`config.mk`:
```
export PLATFORM = sky130hd
export DESIGN_NAME = sreg_slave
export DESIGN_NICKNAME = d
export VERILOG_FILES = /design/src/rtl/sreg_pkg.sv /design/src/rtl/sreg_sync.sv /design/src/rtl/sreg_frame_rx.sv /design/src/rtl/sreg_store.sv /design/src/rtl/sreg_slave.sv
export SDC_FILE = /design/constraint.sdc
export NUM_CORES = 1
export LEC_CHECK = 0
export CAP_MARGIN = 5
export CORE_ASPECT_RATIO = 0.6
export CORE_MARGIN = 2
export CORE_UTILIZATION = 48
export CTS_CLUSTER_SIZE = 14
export DETAILED_ROUTE_END_ITERATION = 6
export PLACE_DENSITY_LB_ADDON = 0.25
export SLEW_MARGIN = 5
export SYNTH_ARGS = -nofsm -noshare
export SYNTH_HDL_FRONTEND = slang
export SYNTH_SLANG_ARGS = --single-unit
```
`constraint.sdc`:
```
create_clock -name clk -period 3.1 [get_ports clk]
set_clock_uncertainty 0.1 [all_clocks]
set_input_delay 0.31 -clock clk [delete_from_list [all_inputs] [get_ports clk]]
set_output_delay 0.31 -clock clk [all_outputs]
set_load 0.005 [all_outputs]
```
`src/rtl/sreg_pkg.sv`:
```
package sreg_pkg;

    localparam logic [2:0] NORMAL_HDR = 3'b101;

    typedef enum logic [1:0] {
        WIDE_EMPTY = 2'd0,
        WIDE_HIGH  = 2'd1,
        WIDE_BOTH  = 2'd2
    } wide_prog_e;

endpackage

```
`src/rtl/sreg_sync.sv`:
```
module sreg_sync #(
    parameter int W      = 3,
    parameter int STAGES = 2
) (
    input  logic         clk,
    input  logic         rst_n,
    input  logic [W-1:0] async_i,
    output logic [W-1:0] sync_o
);
    typedef struct packed {
        logic [STAGES-1:0][W-1:0] pipe;
    } st_t;

    st_t st_d, st_q;

    always_comb begin
        st_d = st_q;
        st_d.pipe[0] = async_i;
        for (int s = 1; s < STAGES; s++) begin
            st_d.pipe[s] = st_q.pipe[s-1];
        end
    end

    always_ff @(posedge clk or negedge rst_n) begin
        if (!rst_n) st_q <= '0;
        else        st_q <= st_d;
    end

    assign sync_o = st_q.pipe[STAGES-1];
endmodule

```
`src/rtl/sreg_frame_rx.sv`:
```
module sreg_frame_rx
    import sreg_pkg::*;
#(
    parameter int ADDR_W    = 5,
    parameter int DATA_W    = 16,
    parameter int HDR_W     = 3,
    parameter int LONG_LEN  = 16,
    parameter int SHORT_LEN = 8,
    parameter int FAST_BASE = 24
) (
    input  logic              clk,
    input  logic              rst_n,
    input  logic              sclk_s_i,
    input  logic              sdat_s_i,
    input  logic              sle_s_i,
    input  logic              fast_en_i,
    input  logic [DATA_W-1:0] rd_data_i,
    output logic [ADDR_W-1:0] rd_addr_o,
    output logic              wr_en_o,
    output logic [ADDR_W-1:0] wr_addr_o,
    output logic [DATA_W-1:0] wr_data_o,
    output logic [DATA_W-1:0] wr_mask_o,
    output logic              sdat_o,
    output logic              sdat_oe_o
);
    localparam int CMD_LEN  = HDR_W + 1 + ADDR_W;
    localparam int NORM_LEN = CMD_LEN + DATA_W;
    localparam int CNT_W    = $clog2(NORM_LEN + 2);
    localparam int LONG_DW  = LONG_LEN - HDR_W;
    localparam int SHORT_DW = SHORT_LEN - HDR_W;
    localparam logic [DATA_W-1:0] FULL_MASK  = '1;
    localparam logic [DATA_W-1:0] LONG_MASK  = DATA_W'((1 << LONG_DW) - 1);
    localparam logic [DATA_W-1:0] SHORT_MASK = DATA_W'((1 << SHORT_DW) - 1);

    typedef struct packed {
        logic                sclk_prev;
        logic [CNT_W-1:0]    cnt;
        logic [NORM_LEN-1:0] sh;
        logic [DATA_W-1:0]   out;
        logic                oe;
        logic                wr;
        logic [ADDR_W-1:0]   wa;
        logic [DATA_W-1:0]   wd;
        logic [DATA_W-1:0]   wm;
    } st_t;

    st_t st_d, st_q;
    logic                rise;
    logic [NORM_LEN-1:0] sh_in;
    logic [HDR_W-1:0]    hdr_long, hdr_short;

    assign rise      = sclk_s_i & ~st_q.sclk_prev;
    assign sh_in     = {st_q.sh[NORM_LEN-2:0], sdat_s_i};
    assign rd_addr_o = sh_in[ADDR_W-1:0];
    assign hdr_long  = st_q.sh[LONG_LEN-1 -: HDR_W];
    assign hdr_short = st_q.sh[SHORT_LEN-1 -: HDR_W];

    always_comb begin
        st_d = st_q;
        st_d.sclk_prev = sclk_s_i;
        st_d.wr = 1'b0;
        if (rise && !sle_s_i) begin
            st_d.sh = sh_in;
            if (st_q.cnt != '1) st_d.cnt = st_q.cnt + 1'b1;
            if (st_q.oe) st_d.out = {st_q.out[DATA_W-2:0], 1'b0};
            if (st_q.cnt == CNT_W'(CMD_LEN - 1)
                && sh_in[CMD_LEN-1 -: HDR_W] == NORMAL_HDR
                && sh_in[ADDR_W]) begin
                st_d.oe  = 1'b1;
                st_d.out = rd_data_i;
            end
        end else if (rise && sle_s_i) begin
            st_d.cnt = '0;
            st_d.oe  = 1'b0;
            if (st_q.cnt == CNT_W'(NORM_LEN)
                && st_q.sh[NORM_LEN-1 -: HDR_W] == NORMAL_HDR
                && !st_q.sh[DATA_W + ADDR_W]) begin
                st_d.wr = 1'b1;
                st_d.wa = st_q.sh[DATA_W +: ADDR_W];
                st_d.wd = st_q.sh[DATA_W-1:0];
                st_d.wm = FULL_MASK;
            end else if (fast_en_i && st_q.cnt == CNT_W'(LONG_LEN)
                         && hdr_long != NORMAL_HDR) begin
                st_d.wr = 1'b1;
                st_d.wa = ADDR_W'(FAST_BASE) + ADDR_W'(hdr_long);
                st_d.wd = DATA_W'(st_q.sh[LONG_DW-1:0]);
                st_d.wm = LONG_MASK;
            end else if (fast_en_i && st_q.cnt == CNT_W'(SHORT_LEN)
                         && hdr_short != NORMAL_HDR) begin
                st_d.wr = 1'b1;
                st_d.wa = ADDR_W'(FAST_BASE) + ADDR_W'(hdr_short);
                st_d.wd = DATA_W'(st_q.sh[SHORT_DW-1:0]);
                st_d.wm = SHORT_MASK;
            end
        end
    end

    always_ff @(posedge clk or negedge rst_n) begin
        if (!rst_n) st_q <= '0;
        else        st_q <= st_d;
    end

    assign wr_en_o   = st_q.wr;
    assign wr_addr_o = st_q.wa;
    assign wr_data_o = st_q.wd;
    assign wr_mask_o = st_q.wm;
    assign sdat_oe_o = st_q.oe;
    assign sdat_o    = st_q.oe & st_q.out[DATA_W-1];


    oe_release_chk: assert property (@(posedge clk) disable iff (!rst_n)
        $fell(st_q.oe) |-> $past(rise && sle_s_i));


    oe_start_chk: assert property (@(posedge clk) disable iff (!rst_n)
        $rose(st_q.oe) |-> st_q.cnt == CNT_W'(CMD_LEN));


    commit_edge_chk: assert property (@(posedge clk) disable iff (!rst_n)
        wr_en_o |-> $past(rise && sle_s_i));


    short_needs_en_chk: assert property (@(posedge clk) disable iff (!rst_n)
        (wr_en_o && wr_mask_o != FULL_MASK) |-> $past(fast_en_i));
endmodule

```
`src/rtl/sreg_store.sv`:
```
module sreg_store
    import sreg_pkg::*;
#(
    parameter int ADDR_W    = 5,
    parameter int DATA_W    = 16,
    parameter int HDR_W     = 3,
    parameter int FAST_BASE = 24,
    parameter int WIDE_ADDR = 17,
    parameter int CTRL_ADDR = 0
) (
    input  logic                          clk,
    input  logic                          rst_n,
    input  logic                          wr_en_i,
    input  logic [ADDR_W-1:0]             wr_addr_i,
    input  logic [DATA_W-1:0]             wr_data_i,
    input  logic [DATA_W-1:0]             wr_mask_i,
    input  logic [ADDR_W-1:0]             rd_addr_i,
    output logic [DATA_W-1:0]             rd_data_o,
    output logic                          fast_en_o,
    output logic [(1<<HDR_W)*DATA_W-1:0]  wo_regs_o,
    output logic [2*DATA_W-1:0]           wide_o
);
    localparam int NREG  = 1 << ADDR_W;
    localparam int NFAST = 1 << HDR_W;

    typedef struct packed {
        logic [NREG-1:0][DATA_W-1:0] regs;
        logic [2*DATA_W-1:0]         wide;
        wide_prog_e                  prog;
    } st_t;

    st_t st_d, st_q;
    logic wide_hit;

    assign wide_hit = (wr_addr_i == ADDR_W'(WIDE_ADDR));

    always_comb begin
        st_d = st_q;
        if (wr_en_i) begin
            if (wide_hit) begin
                if (st_q.prog == WIDE_HIGH) begin
                    st_d.wide[DATA_W-1:0] = wr_data_i;
                    st_d.prog = WIDE_BOTH;
                end else begin
                    st_d.wide[2*DATA_W-1:DATA_W] = wr_data_i;
                    st_d.prog = WIDE_HIGH;
                end
            end else begin
                st_d.regs[wr_addr_i] = (st_q.regs[wr_addr_i] & ~wr_mask_i)
                                     | (wr_data_i & wr_mask_i);
            end
        end
    end

    always_ff @(posedge clk or negedge rst_n) begin
        if (!rst_n) st_q <= '0;
        else        st_q <= st_d;
    end

    always_comb begin
        if (rd_addr_i == ADDR_W'(WIDE_ADDR))
            rd_data_o = DATA_W'(st_q.prog == WIDE_BOTH);
        else if (int'(rd_addr_i) >= FAST_BASE && int'(rd_addr_i) < FAST_BASE + NFAST)
            rd_data_o = '0;
        else
            rd_data_o = st_q.regs[rd_addr_i];
    end

    assign fast_en_o = st_q.regs[CTRL_ADDR][0];
    assign wide_o    = st_q.wide;

    for (genvar i = 0; i < NFAST; i++) begin : g_wo
        assign wo_regs_o[i*DATA_W +: DATA_W] = st_q.regs[FAST_BASE + i];
    end


    wide_first_chk: assert property (@(posedge clk) disable iff (!rst_n)
        (wr_en_i && wide_hit && st_q.prog != WIDE_HIGH)
        |=> (st_q.prog == WIDE_HIGH && st_q.wide[2*DATA_W-1:DATA_W] == $past(wr_data_i)));


    wide_second_chk: assert property (@(posedge clk) disable iff (!rst_n)
        (wr_en_i && wide_hit && st_q.prog == WIDE_HIGH)
        |=> (st_q.prog == WIDE_BOTH && st_q.wide[DATA_W-1:0] == $past(wr_data_i)));
endmodule

```
`src/rtl/sreg_slave.sv`:
```
module sreg_slave #(
    parameter int ADDR_W    = 5,
    parameter int DATA_W    = 16,
    parameter int HDR_W     = 3,
    parameter int LONG_LEN  = 16,
    parameter int SHORT_LEN = 8,
    parameter int FAST_BASE = 24,
    parameter int WIDE_ADDR = 17,
    parameter int CTRL_ADDR = 0,
    parameter int SYNC_STG  = 2
) (
    input  logic                          clk,
    input  logic                          rst_n,
    input  logic                          sclk_i,
    input  logic                          sdat_i,
    input  logic                          sle_i,
    output logic                          sdat_o,
    output logic                          sdat_oe_o,
    output logic [(1<<HDR_W)*DATA_W-1:0]  wo_regs_o,
    output logic [2*DATA_W-1:0]           wide_o
);
    logic [2:0]        sync_v;
    logic              fast_en;
    logic [DATA_W-1:0] rd_data;
    logic [ADDR_W-1:0] rd_addr;
    logic              wr_en;
    logic [ADDR_W-1:0] wr_addr;
    logic [DATA_W-1:0] wr_data, wr_mask;

    sreg_sync #(.W(3), .STAGES(SYNC_STG)) u_sync (
        .clk     (clk),
        .rst_n   (rst_n),
        .async_i ({sle_i, sdat_i, sclk_i}),
        .sync_o  (sync_v)
    );

    sreg_frame_rx #(
        .ADDR_W(ADDR_W), .DATA_W(DATA_W), .HDR_W(HDR_W),
        .LONG_LEN(LONG_LEN), .SHORT_LEN(SHORT_LEN), .FAST_BASE(FAST_BASE)
    ) u_rx (
        .clk       (clk),
        .rst_n     (rst_n),
        .sclk_s_i  (sync_v[0]),
        .sdat_s_i  (sync_v[1]),
        .sle_s_i   (sync_v[2]),
        .fast_en_i (fast_en),
        .rd_data_i (rd_data),
        .rd_addr_o (rd_addr),
        .wr_en_o   (wr_en),
        .wr_addr_o (wr_addr),
        .wr_data_o (wr_data),
        .wr_mask_o (wr_mask),
        .sdat_o    (sdat_o),
        .sdat_oe_o (sdat_oe_o)
    );

    sreg_store #(
        .ADDR_W(ADDR_W), .DATA_W(DATA_W), .HDR_W(HDR_W),
        .FAST_BASE(FAST_BASE), .WIDE_ADDR(WIDE_ADDR), .CTRL_ADDR(CTRL_ADDR)
    ) u_store (
        .clk       (clk),
        .rst_n     (rst_n),
        .wr_en_i   (wr_en),
        .wr_addr_i (wr_addr),
        .wr_data_i (wr_data),
        .wr_mask_i (wr_mask),
        .rd_addr_i (rd_addr),
        .rd_data_o (rd_data),
        .fast_en_o (fast_en),
        .wo_regs_o (wo_regs_o),
        .wide_o    (wide_o)
    );
endmodule

```
==> out/qor_table.md, run 1 <==
| Stage | Result | Reported |
|---|---|---|
| run status | Result of the run | finished, final reports clean |
| sta | Min Tclk post-route | 3.02 ns |
| power | Highest ir drop seen on vdd | 0.396 mV |
| routing | Number of nets with antenna violations after routing | 0 |
| synth | Number of warnings printed during yosys synthesis | 0 |
| synth | Synthesized flop and latch total | 625 |
| power | Leak | 0.0169 uW |
| cts | Buffer cell driving the clock tree root | sky130_fd_sc_hd__clkbuf_16 |
| synth | Leading post-synthesis cells by cell area | sky130_fd_sc_hd__dfrtp_1, sky130_fd_sc_hd__mux2_2, sky130_fd_sc_hd__mux2i_1 |
| cts | CTS Buf Count | 60 |
| synth | Cell with the most instances after synthesis | sky130_fd_sc_hd__dfrtp_1 |
| power | Int Power | 13,100 uW |
| routing | Routed wire length | 108,000 um |
| sta | Number of endpoints failing setup at the final stage | 0 |
| synth | Share of Yosys cell area claimed by the top area cell type | 47.6% |
| sta | Final hold vios | 0 |
| synth | Most common library cells after synthesis | sky130_fd_sc_hd__dfrtp_1, sky130_fd_sc_hd__mux2_2, sky130_fd_sc_hd__mux2i_1, sky130_fd_sc_hd__buf_4, sky130_fd_sc_hd__buf_2 |
| routing | Wire length per cell | 30.5 um |
| cts | Buffers inserted by post-CTS timing repair | 0 |
| hold path | Worst Hold Depth | 1 |
| synth | Proportion of synthesized flip-flops having asynchronous set or reset | 100% |
| floorplan | IO Pins | 167 |
| critical path | Kind of critical path | flop to flop |
| power | Switching Share | 25.0% |
| synth | Count of flip-flops with a built-in enable after synthesis | 0 |
| critical path | Data required time of the critical path | 3.53 ns |
| routing | Via/cell ratio | 6.32 |
| placement | IO buf count | 166 |
| synth | Average footprint of a synthesized cell | 13.1 um^2 |
| sta | Crit share post-route | 97.3% |
| power | Power dissipated by switching net loads | 4380 uW |
| cts | Number of clock sinks | 625 |
| grt | Antenna violations before repair | 1 |
| power | Clock Power Share | 44.1% |
| sta | TNS Setup | 0 ns |
| cts | Clock tree from TritonCTS | built |
| cts | H-tree level count | 2 |
| floorplan | Overall die height | 207 um |
| placement | Cell area reported after detailed placement | 35,400 um^2 |
| sta | Worst hold slack across all endpoints | 0.0283 ns |
| critical path | Crit path launch type | flop |
| synth | Synth area leader | sky130_fd_sc_hd__dfrtp_1 |
| floorplan | Std-Cell Core Area | 67,900 um^2 |
| finish | Net count of the finished layout | 2,588 |
| sta | Max Transition Viols Final | 0 |
| floorplan | Cell row count | 74 |
| routing | Overall via count from detail_route | 22,361 |
| synth | Count of different cell masters after synthesis | 73 |
| synth | Gate count of the mapped netlist | 2,513 |
| placement | Detailed Place HPWL | 75,800 um |
| floorplan | Effective utilization at floorplan | 48.4% |
| grt | Wire length of the first global-routing pass | 157,000 um |
| synth | Synthesized Nets | 2,522 |
| routing | First-pass iteration count of the detailed router | 5 |
| cts | Clock latency at the later pin of the worst-skew pair | 0.65 ns |
| floorplan | Width of the chip | 342 um |
| synth | Portion of the post-synthesis area used by sequential elements | 47.6% |
| finish | Area Overhead vs Synth | 14.3% |
| sta | Achievable Freq | 332 MHz |
| cts | Number of buffers on the longest clock path | 3 |
| cts | Clock transition at the register clock pins on the worst setup and hold paths after CTS | 0.06 ns |
| sta | Headroom to the max-slew limit | 41.7% |
| grt | Number of global-route vias before repair | 22,235 |
| grt | Global-route congestion overflow total | 0 |
| finish | Final-layout fill cell count | 5,501 |
| grt | Global-route total usage across every layer | 30.7% |
| critical path | Number of cells traversed by the worst register-to-register path | 8 |
| synth | Netlist area before placement | 32,800 um^2 |
| placement | Placer Congestion | 0.985 |
| floorplan | Die Outline Area | 70,600 um^2 |
| power | Combinational cell fraction of total power | 8.2% |
| critical path | WP data arrival | 3.44 ns |
| finish | Share of final-layout standard cells stronger than drive strength 1 | 38.9% |
| finish | Count of antenna diodes in the layout | 0 |
| critical path | Kind of end point of the critical path | flop |
| routing | Number of DRC markers after the initial detailed-route iteration | 2,533 |
| sta | Setup repair after global routing missed its margin | false |
| critical path | CP max FO | 31 |
| grt | Largest net degree at the start of global routing | 87 |
| job | # Max-Cap Violations | 0 |
| finish | Final std cell area, no fill | 37,500 um^2 |
| routing | Post-route DRC | 0 |
| finish | Number of non-filler instances in the completed layout | 3,537 |
| hold path | Path category of the worst min-delay check | primary input to flop |
| power | Share of power burned in registers | 47.7% |
| power | Total power divided by cell area | 466 nW/um^2 |
| sta | Worst Tran Pin Value | 0.874 ns |
| synth | Flip-flop cell with the highest count after synthesis | sky130_fd_sc_hd__dfrtp_1 |
| placement | Total placed cells including tap cells | 3,426 |
## layout make-up
class / instances / area [um^2] / share of cell area [%]
flip-flops and latches: 625 / 15700 / 41.7
clock inverters: 19 / 262 / 0.697
clock buffers: 89 / 1770 / 4.72
inverters: 21 / 78.8 / 0.210
repair buffers: 384 / 3810 / 10.2
well taps: 912 / 1140 / 3.04
multi-input cells: 1487 / 14800 / 39.5
## stage by stage
stage	total power [uW]	worst slack [ns]	util, %
global placement	9860	0.0305	52.2
CTS	17600	0.0886	55.3
global route	18000	0.00359	55.3
floorplan	9150	0.673	-
finish	17500	0.0846	55.3
detailed placement	9880	0.00104	52.2
## critical path: stages (launching register included)
cell	delay, ns
sky130_fd_sc_hd__dfrtp_4	0.46
sky130_fd_sc_hd__buf_12	0.25
sky130_fd_sc_hd__buf_4	0.32
sky130_fd_sc_hd__mux2i_1	0.55
sky130_fd_sc_hd__o22ai_1	0.16
sky130_fd_sc_hd__nor4_1	0.31
sky130_fd_sc_hd__a32oi_2	0.19
sky130_fd_sc_hd__buf_12	0.21
sky130_fd_sc_hd__mux2_2	0.28
## final timing paths
check | from | end | slack [ns]
min in group asynchronous | rst_n | u_store.wide_o[6]$_DFFE_PN0P_ | 0.21
worst min-delay path | sclk_i | u_sync.st_d[3]$_DFF_PN0_ | 0.03
worst max register to register | u_rx.wr_addr_o[1]$_DFFE_PN0P_ | u_store.st_q[220]$_DFFE_PN0P_ | 0.08
worst max-delay path | u_rx.wr_addr_o[1]$_DFFE_PN0P_ | u_store.st_q[220]$_DFFE_PN0P_ | 0.08
max in group asynchronous | rst_n | u_sync.sync_o[1]$_DFF_PN0_ | 1.66
worst min register to register | u_sync.st_d[4]$_DFF_PN0_ | u_sync.sync_o[1]$_DFF_PN0_ | 0.25
## per-layer routing
layer	global-route usage [%]	part of all wire (%)	vias to the layer above
li1	-	-	9221
met1	45.7	45	11778
met2	41.4	41	1188
met3	11.2	12	174
met4	8.62	2.6	0
met5	0	0	-
## state kept, by name (all words and copies together), names as in the netlist
signal,cells
u_rx.rd_addr_o,4
u_rx.sdat_oe_o,1
u_rx.hdr_long,3
u_store.fast_en_o,1
u_rx.wr_en_o,1
u_rx.st_q,23
u_store.wo_regs_o,128
u_store.st_q,385
u_store.wide_o,32
u_rx.wr_data_o,16
u_rx.wr_mask_o,3
u_sync.st_d,3
u_rx.sh_in,14
u_rx.hdr_short,3
u_rx.wr_addr_o,5
u_sync.sync_o,3
## power by group through the flow
stage / sequential [uW] / clock, uW / combinational [uW]
CTS: 8340 / 7830 / 1400
finish: 8340 / 7720 / 1430
floorplan: 8420 / 0 / 733
global placement: 8480 / 0 / 1370
global route: 8350 / 8160 / 1520
detailed placement: 8490 / 0 / 1390
## layout by cell type (no fill, tap or decap), types with 6 or more instances in the layout
cell                              netlist  final
sky130_fd_sc_hd__nor2_1                46     43
sky130_fd_sc_hd__inv_1                 21     21
sky130_fd_sc_hd__buf_12                 3     40
sky130_fd_sc_hd__clkbuf_1              67     14
sky130_fd_sc_hd__o21ai_0               26     26
sky130_fd_sc_hd__buf_4                185    175
sky130_fd_sc_hd__bufinv_16              0      6
sky130_fd_sc_hd__nand4_1               13     13
sky130_fd_sc_hd__nor2b_1               16     14
sky130_fd_sc_hd__clkbuf_8               0     14
sky130_fd_sc_hd__clkbuf_16              0     61
sky130_fd_sc_hd__mux2_4                 9      9
sky130_fd_sc_hd__clkdlybuf4s50_1        0    165
sky130_fd_sc_hd__mux4_2                66     66
sky130_fd_sc_hd__nand2_1               73     73
sky130_fd_sc_hd__a211oi_1               7      7
sky130_fd_sc_hd__nand3_1               35     35
sky130_fd_sc_hd__o22ai_1               62     61
sky130_fd_sc_hd__nor2_2                 9     12
sky130_fd_sc_hd__mux2i_1              287    284
sky130_fd_sc_hd__a31o_2                14     14
sky130_fd_sc_hd__nand2b_1               6      6
sky130_fd_sc_hd__nor4_1                18     17
sky130_fd_sc_hd__mux2_2               564    564
sky130_fd_sc_hd__mux4_1                15     15
sky130_fd_sc_hd__a22o_1                10     10
sky130_fd_sc_hd__a21oi_1               30     30
sky130_fd_sc_hd__and3_1                13     13
sky130_fd_sc_hd__a32oi_2                4     13
sky130_fd_sc_hd__clkinv_2               0      8
sky130_fd_sc_hd__nand4b_1               6      6
sky130_fd_sc_hd__dfrtp_1              625    621
sky130_fd_sc_hd__a22oi_1               59     58
## logic make-up after synthesis
family | count (synthesis) | synth area share (%)
buf+inv | 401 | 7.67
simple gates | 284 | 4.78
compound gates | 253 | 5.39
flops | 625 | 47.6
mux | 944 | 34.3
fa+ha+maj | 4 | 0.152
xor+xnor | 2 | 0.0534
## repair_timing
item / in CTS / in global routing
pin swaps: 0 / 0
endpoints found under the hold margin: 71 / 0
hold buffers: 3 / 0
setup endpoints to repair: 2 / 87
resized for setup: 1 / 5
gates cloned: 0 / 0
Note: power is estimated with default switching activity, not from simulation.
==> run 2, diff against run 1 <==
HOLD_SLACK_MARGIN = 0.12   (was unset)
SKIP_CTS_REPAIR_TIMING = 1   (was unset)
==> out/qor_table.md, run 2 (synthesis gave the netlist of run 1 again) <==
| Stage | Result | Reported |
|---|---|---|
| routing | Overall via count from detail_route | 22,391 |
| hold path | Path category of the worst min-delay check | primary input to async pin |
| power | Combinational cell fraction of total power | 8.2% |
| sta | Achievable Freq | 330 MHz |
| finish | Register with the highest flop count | u_store.st_q |
| critical path | Reg2reg start | u_rx.wr_addr_o[1]$_DFFE_PN0P_ |
| grt | Global-route congestion overflow total | 0 |
| routing | First-pass iteration count of the detailed router | 6 |
| floorplan | Width of the chip | 342 um |
| critical path | WP data arrival | 3.46 ns |
| cts | Number of buffers on the longest clock path | 3 |
| power | Power dissipated by switching net loads | 4390 uW |
| cts | Clock tree from TritonCTS | built |
| grt | Wire length of the first global-routing pass | 157,000 um |
| critical path | CP max FO | 31 |
| sta | Min Tclk post-route | 3.03 ns |
| finish | Net count of the finished layout | 2,589 |
| grt | Antenna violations before repair | 1 |
| routing | Via/cell ratio | 6.33 |
| critical path | Critical R2R Capture | u_store.st_q[220]$_DFFE_PN0P_ |
| critical path | Kind of critical path | flop to flop |
| routing | Number of nets with antenna violations after routing | 0 |
| floorplan | Effective utilization at floorplan | 48.4% |
| cts | H-tree level count | 2 |
| floorplan | Std-Cell Core Area | 67,900 um^2 |
| placement | Placer Congestion | 0.985 |
| sta | Worst Tran Pin Value | 0.885 ns |
| routing | Wire length per cell | 30.5 um |
| finish | Count of antenna diodes in the layout | 0 |
| sta | Number of endpoints failing setup at the final stage | 0 |
| finish | Number of flip-flops under the largest register name | 385 |
| routing | Post-route DRC | 0 |
| finish | Commonest cells after routing, fill and taps aside | sky130_fd_sc_hd__dfrtp_1, sky130_fd_sc_hd__mux2_2, sky130_fd_sc_hd__mux2i_1 |
| run status | Result of the run | finished, final reports clean |
| sta | Crit share post-route | 97.7% |
| placement | IO buf count | 166 |
| sta | Headroom to the max-slew limit | 41.0% |
| floorplan | Die Outline Area | 70,600 um^2 |
| finish | Utilization of the core after routing | 55.3% |
| routing | Number of DRC markers after the initial detailed-route iteration | 2,621 |
| power | Clock Power Share | 44.2% |
| grt | Number of global-route vias before repair | 22,222 |
| floorplan | Cell row count | 74 |
| cts | Clock transition at the register clock pins on the worst setup and hold paths after CTS | 0.06 ns |
| sta | Final hold vios | 0 |
| cts | Buffer cell driving the clock tree root | sky130_fd_sc_hd__clkbuf_16 |
| power | Highest ir drop seen on vdd | 0.397 mV |
| routing | Routed wire length | 108,000 um |
| critical path | Kind of end point of the critical path | flop |
| floorplan | Overall die height | 207 um |
| finish | Area Overhead vs Synth | 14.4% |
| power | Share of power burned in registers | 47.7% |
| placement | Detailed Place HPWL | 75,800 um |
| power | Total power divided by cell area | 466 nW/um^2 |
| cts | Number of clock sinks | 625 |
| sta | Max Transition Viols Final | 0 |
| grt | Global-route total usage across every layer | 30.6% |
| power | Power, Total | 17,500 uW |
| power | Leak | 0.0169 uW |
| finish | Share of final-layout standard cells stronger than drive strength 1 | 38.9% |
| finish | Most frequent standard cell in the layout excluding fill and tap cells | sky130_fd_sc_hd__dfrtp_1 |
| job | # Max-Cap Violations | 0 |
| cts | CTS Buf Count | 60 |
| critical path | Slack of the worst reg-to-reg path | 0.07 ns |
| sta | Setup repair after global routing missed its margin | false |
| cts | Clock latency at the later pin of the worst-skew pair | 0.65 ns |
| critical path | Number of cells traversed by the worst register-to-register path | 8 |
| critical path | Data required time of the critical path | 3.53 ns |
| critical path | Crit path launch type | flop |
| power | Int Power | 13,100 uW |
| power | Switching Share | 25.1% |
| grt | Largest net degree at the start of global routing | 87 |
| floorplan | IO Pins | 167 |
==> run 2: worst max path at each step <==
| stage | from | endpoint | slack [ns] | cells past startpoint |
|---|---|---|---|---|
| floorplan | u_rx.wr_addr_o[0]$_DFFE_PN0P_ | u_store.st_q[264]$_DFFE_PN0P_ | 0.67 | 10 |
| global placement | u_rx.wr_addr_o[0]$_DFFE_PN0P_ | u_store.st_q[188]$_DFFE_PN0P_ | 0.03 | 6 |
| detailed placement | u_rx.wr_addr_o[0]$_DFFE_PN0P_ | u_store.wo_regs_o[26]$_DFFE_PN0P_ | 0.001 | 6 |
| CTS | u_rx.wr_addr_o[0]$_DFFE_PN0P_ | u_store.wo_regs_o[26]$_DFFE_PN0P_ | -0.005 | 6 |
| global route | u_rx.wr_addr_o[1]$_DFFE_PN0P_ | u_store.st_q[44]$_DFFE_PN0P_ | 0.004 | 8 |
| finish | u_rx.wr_addr_o[1]$_DFFE_PN0P_ | u_store.st_q[220]$_DFFE_PN0P_ | 0.07 | 8 |
==> run 2: routing by layer <==
| metal | vias up | share of wire (%) | track usage (%) |
|---|---|---|---|
| met2 | 1150 | 40 | 41.4 |
| met1 | 11824 | 45 | 45.7 |
| met3 | 183 | 12 | 11.2 |
| li1 | 9234 | - | - |
| met5 | - | 0 | 0 |
| met4 | 0 | 2.8 | 8.62 |
==> run 2: layout make-up <==
type / instances / area [um^2]
Clock inverter: 19 / 262
Sequential cell: 625 / 15700
Tap cell: 912 / 1140
Fill cell: 5500 / 30300
Timing Repair Buffer: 385 / 3820
Inverter: 21 / 78.8
Clock buffer: 89 / 1770
Multi-Input combinational cell: 1487 / 14800
==> run 2: through the flow <==
step | instance area [um^2] | hold slack (ns) | TNS (ns) | std cells | worst slack (ns)
3_5_place_dp | 35400 | 0.238 | 0 | 3426 | 0.00104
3_3_place_gp | 35400 | 0.237 | 0 | 3426 | 0.0305
4_1_cts | 37500 | -0.362 | -0.0100 | 3534 | -0.00529
5_1_grt | 37600 | 0.266 | 0 | 3538 | 0.00359
2_1_floorplan | 32800 | -0.0856 | 0 | 2513 | 0.673
6_report | 37600 | 0.204 | 0 | 3538 | 0.0722
==> run 2: worst max-delay path, cell delays in order (launching register included) <==
cell	delay, ns
sky130_fd_sc_hd__dfrtp_4	0.47
sky130_fd_sc_hd__buf_12	0.25
sky130_fd_sc_hd__buf_4	0.32
sky130_fd_sc_hd__mux2i_1	0.57
sky130_fd_sc_hd__o22ai_1	0.17
sky130_fd_sc_hd__nor4_1	0.31
sky130_fd_sc_hd__a32oi_2	0.19
sky130_fd_sc_hd__buf_12	0.21
sky130_fd_sc_hd__mux2_2	0.28
==> run 2: power by group through the flow <==
stage	combinational (uW)	sequential, uW	clock, uW
finish	1430	8340	7730
floorplan	733	8420	0
CTS	1400	8340	7830
global route	1520	8350	8160
global placement	1370	8480	0
detailed placement	1390	8490	0
